$ cat src/rtl/smb_pkg.sv
package smb_pkg;
   localparam int BYTE_W = 8;
   localparam int ADDR_W = 7;
   localparam int CNT_W  = 4;

   typedef logic [BYTE_W-1:0] byte_t;

   typedef enum logic [2:0] {
      PH_IDLE,
      PH_ADDR,
      PH_CMD,
      PH_WDATA,
      PH_RDATA,
      PH_HOLD
   } phase_e;
endpackage

$ cat src/rtl/smb_line_sync.sv
module smb_line_sync #(
   parameter int STAGES = 2
) (
   input  logic clk,
   input  logic rst_n,
   input  logic scl_in,
   input  logic sda_in,
   output logic scl_s,
   output logic sda_s,
   output logic scl_rise,
   output logic scl_fall,
   output logic start_p,
   output logic stop_p
);
   logic [STAGES-1:0] scl_ff, sda_ff;
   logic              scl_q, sda_q;

   always_ff @(posedge clk or negedge rst_n) begin
      if (!rst_n) begin
         scl_ff <= '1;
         sda_ff <= '1;
         scl_q  <= 1'b1;
         sda_q  <= 1'b1;
      end else begin
         scl_ff <= {scl_ff[STAGES-2:0], scl_in};
         sda_ff <= {sda_ff[STAGES-2:0], sda_in};
         scl_q  <= scl_ff[STAGES-1];
         sda_q  <= sda_ff[STAGES-1];
      end
   end

   assign scl_s    = scl_ff[STAGES-1];
   assign sda_s    = sda_ff[STAGES-1];
   assign scl_rise = !scl_q && scl_s;
   assign scl_fall = scl_q && !scl_s;
   assign start_p  = scl_q && scl_s && sda_q && !sda_s;
   assign stop_p   = scl_q && scl_s && !sda_q && sda_s;
endmodule

$ cat src/rtl/smb_reg_bank.sv
module smb_reg_bank
   import smb_pkg::*;
#(
   parameter int                     NREG    = 7,
   parameter int                     PTR_W   = 3,
   parameter logic [NREG*BYTE_W-1:0] RST_VAL = '0,
   parameter logic [NREG*BYTE_W-1:0] WMASK   = '1
) (
   input  logic                     clk,
   input  logic                     rst_n,
   input  logic                     wr_en,
   input  logic [PTR_W-1:0]         wr_idx,
   input  byte_t                    wr_data,
   input  logic [PTR_W-1:0]         rd_idx,
   output byte_t                    rd_data,
   output logic [NREG*BYTE_W-1:0]   regs_flat
);
   for (genvar i = 0; i < NREG; i++) begin : g_reg
      localparam byte_t RV = RST_VAL[i*BYTE_W +: BYTE_W];
      localparam byte_t WM = WMASK[i*BYTE_W +: BYTE_W];
      byte_t q;
      always_ff @(posedge clk or negedge rst_n) begin
         if (!rst_n)
            q <= RV;
         else if (wr_en && wr_idx == PTR_W'(i))
            q <= wr_data & WM;
      end
      assign regs_flat[i*BYTE_W +: BYTE_W] = q;
   end

   always_comb begin
      rd_data = '0;
      for (int i = 0; i < NREG; i++)
         if (rd_idx == PTR_W'(i)) rd_data = regs_flat[i*BYTE_W +: BYTE_W];
   end
endmodule

$ cat src/rtl/smb_proto_fsm.sv
module smb_proto_fsm
   import smb_pkg::*;
#(
   parameter int                NREG     = 7,
   parameter int                PTR_W    = 3,
   parameter logic [ADDR_W-1:0] DEV_ADDR = 7'h2C
) (
   input  logic             clk,
   input  logic             rst_n,
   input  logic             sda_s,
   input  logic             scl_rise,
   input  logic             scl_fall,
   input  logic             start_p,
   input  logic             stop_p,
   input  byte_t            rd_byte,
   output logic             sda_oe,
   output logic             wr_en,
   output logic [PTR_W-1:0] wr_idx,
   output byte_t            wr_data,
   output logic [PTR_W-1:0] ptr_o,
   output logic             settled
);
   localparam logic [CNT_W-1:0] ACK_SLOT = CNT_W'(BYTE_W);
   localparam logic [CNT_W-1:0] ACK_DONE = CNT_W'(BYTE_W + 1);

   phase_e           phase;
   logic [CNT_W-1:0] bitcnt;
   byte_t            shreg, txreg, stage;
   logic             pending, ackd, mnack, accept, receiving;
   logic [PTR_W-1:0] ptr;

   always_comb begin
      case (phase)
         PH_ADDR:  accept = (shreg[BYTE_W-1:1] == DEV_ADDR);
         PH_CMD:   accept = (int'(shreg) < NREG);
         PH_WDATA: accept = 1'b1;
         default:  accept = 1'b0;
      endcase
   end

   assign receiving = (phase == PH_ADDR) || (phase == PH_CMD) || (phase == PH_WDATA);

   always_ff @(posedge clk or negedge rst_n) begin
      if (!rst_n) begin
         phase   <= PH_IDLE;
         bitcnt  <= '0;
         shreg   <= '0;
         txreg   <= '0;
         stage   <= '0;
         pending <= 1'b0;
         ackd    <= 1'b0;
         mnack   <= 1'b0;
         ptr     <= '0;
         sda_oe  <= 1'b0;
      end else if (start_p) begin
         phase   <= PH_ADDR;
         bitcnt  <= '0;
         sda_oe  <= 1'b0;
         pending <= 1'b0;
      end else if (stop_p) begin
         phase   <= PH_IDLE;
         bitcnt  <= '0;
         sda_oe  <= 1'b0;
         pending <= 1'b0;
      end else if (receiving) begin
         if (scl_rise) begin
            if (bitcnt < ACK_SLOT) shreg <= {shreg[BYTE_W-2:0], sda_s};
            if (bitcnt < ACK_DONE) bitcnt <= bitcnt + 1'b1;
         end else if (scl_fall) begin
            if (bitcnt == ACK_SLOT) begin
               sda_oe <= accept;
               ackd   <= accept;
            end else if (bitcnt == ACK_DONE) begin
               bitcnt <= '0;
               sda_oe <= 1'b0;
               if (!ackd)
                  phase <= PH_HOLD;
               else if (phase == PH_ADDR) begin
                  if (shreg[0]) begin
                     phase  <= PH_RDATA;
                     txreg  <= rd_byte;
                     sda_oe <= !rd_byte[BYTE_W-1];
                  end else
                     phase <= PH_CMD;
               end else if (phase == PH_CMD) begin
                  ptr   <= shreg[PTR_W-1:0];
                  phase <= PH_WDATA;
               end else begin
                  stage   <= shreg;
                  pending <= 1'b1;
                  phase   <= PH_HOLD;
               end
            end
         end
      end else if (phase == PH_RDATA) begin
         if (scl_rise) begin
            if (bitcnt == ACK_SLOT) mnack <= sda_s;
            if (bitcnt < ACK_DONE) bitcnt <= bitcnt + 1'b1;
         end else if (scl_fall) begin
            if (bitcnt != '0 && bitcnt < ACK_SLOT) begin
               txreg  <= {txreg[BYTE_W-2:0], 1'b0};
               sda_oe <= !txreg[BYTE_W-2];
            end else if (bitcnt == ACK_SLOT)
               sda_oe <= 1'b0;
            else if (bitcnt == ACK_DONE) begin
               bitcnt <= '0;
               if (mnack) begin
                  phase  <= PH_HOLD;
                  sda_oe <= 1'b0;
               end else begin
                  txreg  <= rd_byte;
                  sda_oe <= !rd_byte[BYTE_W-1];
               end
            end
         end
      end
   end

   assign wr_en   = pending && (start_p || stop_p);
   assign wr_idx  = ptr;
   assign wr_data = stage;
   assign ptr_o   = ptr;
   assign settled = (phase == PH_HOLD) || (phase == PH_IDLE);
endmodule

$ cat src/rtl/smb_regbank_slave.sv
module smb_regbank_slave
   import smb_pkg::*;
#(
   parameter int                     NREG        = 7,
   parameter logic [ADDR_W-1:0]      DEV_ADDR    = 7'h2C,
   parameter int                     SYNC_STAGES = 2,
   parameter logic [NREG*BYTE_W-1:0] RST_VAL     = 56'h20_00_05_80_40_10_01,
   parameter logic [NREG*BYTE_W-1:0] WMASK       = 56'h3F_FF_1F_FF_7F_FF_83
) (
   input  logic                   clk,
   input  logic                   rst_n,
   input  logic                   scl_in,
   input  logic                   sda_in,
   output logic                   sda_oe,
   output logic [NREG*BYTE_W-1:0] regs_flat
);
   localparam int PTR_W = (NREG > 1) ? $clog2(NREG) : 1;

   if (NREG < 2 || NREG > (1 << BYTE_W)) begin : g_bad_nreg
      $fatal(1, "NREG must lie between 2 and 256");
   end
   if ((RST_VAL & ~WMASK) != '0) begin : g_bad_rst
      $fatal(1, "reset values must be zero in reserved bits");
   end
   if (SYNC_STAGES < 2) begin : g_bad_sync
      $fatal(1, "at least two synchronizer stages are required");
   end

   logic             scl_s, sda_s, scl_rise, scl_fall, start_p, stop_p;
   logic             wr_en, settled;
   logic [PTR_W-1:0] wr_idx, ptr;
   byte_t            wr_data, rd_byte;

   smb_line_sync #(.STAGES(SYNC_STAGES)) u_sync (
      .clk(clk), .rst_n(rst_n), .scl_in(scl_in), .sda_in(sda_in),
      .scl_s(scl_s), .sda_s(sda_s), .scl_rise(scl_rise), .scl_fall(scl_fall),
      .start_p(start_p), .stop_p(stop_p)
   );

   smb_proto_fsm #(.NREG(NREG), .PTR_W(PTR_W), .DEV_ADDR(DEV_ADDR)) u_fsm (
      .clk(clk), .rst_n(rst_n), .sda_s(sda_s), .scl_rise(scl_rise),
      .scl_fall(scl_fall), .start_p(start_p), .stop_p(stop_p),
      .rd_byte(rd_byte), .sda_oe(sda_oe), .wr_en(wr_en), .wr_idx(wr_idx),
      .wr_data(wr_data), .ptr_o(ptr), .settled(settled)
   );

   smb_reg_bank #(.NREG(NREG), .PTR_W(PTR_W), .RST_VAL(RST_VAL), .WMASK(WMASK)) u_bank (
      .clk(clk), .rst_n(rst_n), .wr_en(wr_en), .wr_idx(wr_idx),
      .wr_data(wr_data), .rd_idx(ptr), .rd_data(rd_byte), .regs_flat(regs_flat)
   );
endmodule

$ cat config.mk
export PLATFORM = sky130hd
export DESIGN_NAME = smb_regbank_slave
export DESIGN_NICKNAME = d
export VERILOG_FILES = /design/src/rtl/smb_pkg.sv /design/src/rtl/smb_line_sync.sv /design/src/rtl/smb_reg_bank.sv /design/src/rtl/smb_proto_fsm.sv /design/src/rtl/smb_regbank_slave.sv
export SDC_FILE = /design/constraint.sdc
export NUM_CORES = 1
export LEC_CHECK = 0
export ABC_AREA = 1
export BUFFER_PORTS_ARGS = -buffer_cell sky130_fd_sc_hd__buf_2
export CAP_MARGIN = 40
export CORE_MARGIN = 8
export CORE_UTILIZATION = 40
export CTS_BUF_LIST = sky130_fd_sc_hd__clkbuf_8
export CTS_CLUSTER_SIZE = 10
export DETAILED_ROUTE_END_ITERATION = 6
export GPL_ROUTABILITY_DRIVEN = 0
export SLEW_MARGIN = 20
export SYNTH_ARGS = -nofsm -noshare
export SYNTH_HDL_FRONTEND = slang
export SYNTH_SLANG_ARGS = --single-unit
$ cat constraint.sdc
create_clock -name clk -period 3.1 [get_ports clk]
set_clock_uncertainty 0.2 [all_clocks]
set_input_delay 0.465 -clock clk [delete_from_list [all_inputs] [get_ports clk]]
set_output_delay 0.465 -clock clk [all_outputs]
set_load 0.02 [all_outputs]
==> results.toml <==
[setup_path]
r2r_slack_ns = 0.97
cpPeakStageDelay_ns = 0.56
reg2regPathDepth = 8
crit_chain = "ha_1 > nand3_4 > nand2_8 > inv_4 > nor2_8 > nand2_4 > nand2_1 > o21ai_2"
reg2reg_from = "u_sync.scl_ff[1]"
cp-start-kind = "register"
cp_max_fo = 16
cp_data_arrival_time_ns = 2.18
required_ns = 3.15
cpMaxStageDelayCell = "dfstp_2"
rr_endpoint = "u_bank.g_reg[1].q[1]"
criticalPathCategory = "reg -> reg"
end_kind = "register"

[job]
cap_violations = 0

[clock_tree]
clockBufferDepth = 2
tritoncts = "built"
cts-root-buf = "clkbuf_8"
cts_made_buffers = 9
clock_latency_ns = 0.37
htreeDepth = 3
cts.sinks = 88
post-cts-setup-buffers = 0
clkTransAtPathRegs_ns = 0.09

[logic_synthesis]
yosysSeqAreaShare_pct = 47.1
synth_edf_count = 0
avgSynthCellArea_sq_um = 8.65
async_reset_ff_share_pct = 100
syn_area_sq_um = 4710
synth_cell_types = 38
syn-instance-count = 544
ys_ff_latch = 88
yosys_warnings = 0
ys.flop_type = "dfrtp_1"

[routing]
drt_iter0_markers = 283
dr_wl_met2_mm = 5.31
dr.pass1.iters = 6
ant_nets = 0
via_count = 3718
wl_per_cell_um = 15.6
drc = 0
vias_per_cell = 5.02
routed_wl_mm = 11.6
top_signal_layer_used = "met4"
met1_length_mm = 5.62
wl_met3_um = 509

[sta]
finalMaxSlewViolations = 0
fin_crit_sh_pct = 68.8
final.setup.worst_slack_ns = 0.967
tns_ns = 0
period_needed_ns = 2.13
setup_viol = 0
relSlewSlack_pct = 65.3
hold_viol = 0
grt_setup_unrepaired = "no"
fmax_mhz = 469
tightest_slew_ns = 0.520

[placed_design]
place_hpwl_mm = 8.70
pre_cts_slack_ns = 0.963
portBuffers = 49
placed_cell_area_sq_um = 5000

[die]
dieArea_sq_um = 15500
start_util_pct = 41.0
die_x_um = 124
die_h_um = 124
core_area_sq_um = 11500
num_rows = 39
pin_count = 61

[final_layout]
final_cell_mix = "nand2_1 (135), dfrtp_1 (75), inv_1 (48), buf_2 (48), nor2_1 (46)"
area_growth_pct = 10.6
diodes = 0
mostFrequentLayoutCell = "nand2_1"
nets = 603
multi_input_area_sq_um = 2110
design_area_sq_um = 5210
register_area_sq_um = 2220
fillers = 1143
final_layout_size_suffix_gt1_share_pct = 26.9

[global_route]
grt_max_degree = 52
grt_pass1_wl_mm = 19.5
grt_usage_pct = 15.4
grt_pass1_vias = 3629
overflow = 0
antenna_found_initial = 0

[min_path]
worst_hold_path.num_cells = 0
holdCritPathClass = "reg -> reg"
holdPathEnd = "u_sync.scl_ff[1]"
min_from = "u_sync.scl_ff[0]"

[power_and_ir_drop]
ir_drop_mv = 0.278
seq_power_share_pct = 52.6
p_leak_uw = 0.00255
comb_power_share_pct = 16.1
p_sw_uw = 750
swShare_pct = 31.5
cellPowerDensity_nw_per_um2 = 457
p_int_uw = 1630
p_clk_share_pct = 31.3

[status]
status = "complete, no violations"
-- synthesized netlist by cell type, types with 2 or more instances --
cell type	n	area share (%)
nand3b_1	4	0.64
inv_2	9	0.72
buf_2	5	0.53
nand3_4	2	0.74
o21ai_2	40	7.4
nand3_2	4	0.85
clkbuf_1	2	0.16
nand4_1	21	2.8
o21ai_0	23	2.4
dfrtp_1	75	40
nor3_2	2	0.43
nor2_1	46	3.7
xor2_1	2	0.37
ha_1	6	1.6
buf_4	11	1.8
inv_1	48	3.8
dfstp_2	13	7.3
nand2_4	4	0.96
nor3_1	5	0.53
nor3_4	2	0.69
o211ai_1	2	0.32
nor2_2	2	0.27
nand3_1	30	3.2
nand2_1	135	11
buf_6	7	1.7
nor2_4	3	0.72
a21oi_1	8	0.85
o21ai_1	16	1.7
nand2_2	8	1.1
-- cells by family after synthesis --
kind of cell,Yosys count,share of synthesized area [%]
other,1,0.0797
AOI/OAI and AO/OA,90,12.9
xor gates and xnor gates,2,0.372
adders and majority gates,6,1.60
and+or+nand+nor,273,29.0
buffers and inverters,84,8.91
DFF,88,47.1
-- sequential cells by signal, summed over array words and instances, names as in the netlist --
name           cells
u_fsm.txreg        7
u_fsm.wr_data      8
u_fsm.phase        3
u_fsm.pending      1
u_fsm.bitcnt       4
u_fsm.ackd         1
u_sync.sda_q       1
u_sync.sda_ff      2
u_fsm.ptr_o        3
u_fsm.mnack        1
u_fsm.sda_oe       1
u_sync.scl_ff      2
u_bank.g.q        45
u_sync.scl_q       1
u_fsm.shreg        8
-- layout make-up --
class,instances,share of cell area [%]
Clock buffer,10,2.64
Tap cell,143,3.44
Clock inverter,6,0.817
Multi-Input combinational cell,382,40.4
Sequential cell,88,42.6
Timing Repair Buffer,53,5.72
Inverter,59,4.33
-- what timing repair did --
action                                 4_1_cts  5_1_grt
gates resized for setup                      0        0
endpoints found under the hold margin       33        0
hold buffers                                 3        0
-- worst max-delay path: cells and delay by family (launching register included) --
kind | cells | cell delay [ns]
compound gates | 1 | 0.06
fa+ha+maj | 1 | 0.26
buf+inv | 1 | 0.06
flops | 1 | 0.56
simple gates | 5 | 0.87
-- how the worst max path moves through the flow --
| stage | slack (ns) | to | start |
|---|---|---|---|
| floorplan | 1.14 | u_bank.g_reg[5].q[0] | u_sync.scl_ff[1] |
| global placement | 1.01 | u_bank.g_reg[1].q[0] | u_sync.scl_ff[1] |
| finish | 0.97 | u_bank.g_reg[1].q[1] | u_sync.scl_ff[1] |
| detailed placement | 0.96 | u_bank.g_reg[1].q[0] | u_sync.scl_ff[1] |
| CTS | 0.95 | u_bank.g_reg[1].q[1] | u_sync.scl_ff[1] |
| global route | 0.78 | u_fsm.txreg[6] | u_fsm.ptr_o[2] |
-- power by group through the flow --
stage | Combinational (uW) | Clock [uW] | Sequential (uW)
2_1_floorplan | 284 | 0 | 1270
3_5_place_dp | 384 | 0 | 1270
3_3_place_gp | 374 | 0 | 1270
4_1_cts | 388 | 773 | 1250
5_1_grt | 441 | 819 | 1260
6_report | 384 | 744 | 1250
-- per-layer routing --
metal	track usage (%)	vias up
met5	0	-
met4	5.53	0
met3	3.49	12
met2	22.9	81
met1	21.5	1767
li1	-	1858
-- metrics by stage --
stage,std cells,util (%),total power (uW),hold WS (ns)
floorplan,554,-,1550,-0.0306
global placement,722,43.6,1650,0.146
detailed placement,722,43.6,1660,0.147
CTS,741,45.4,2410,0.159
global route,741,45.4,2520,0.167
finish,741,45.4,2380,0.158
(Power assumes the default switching activity.)
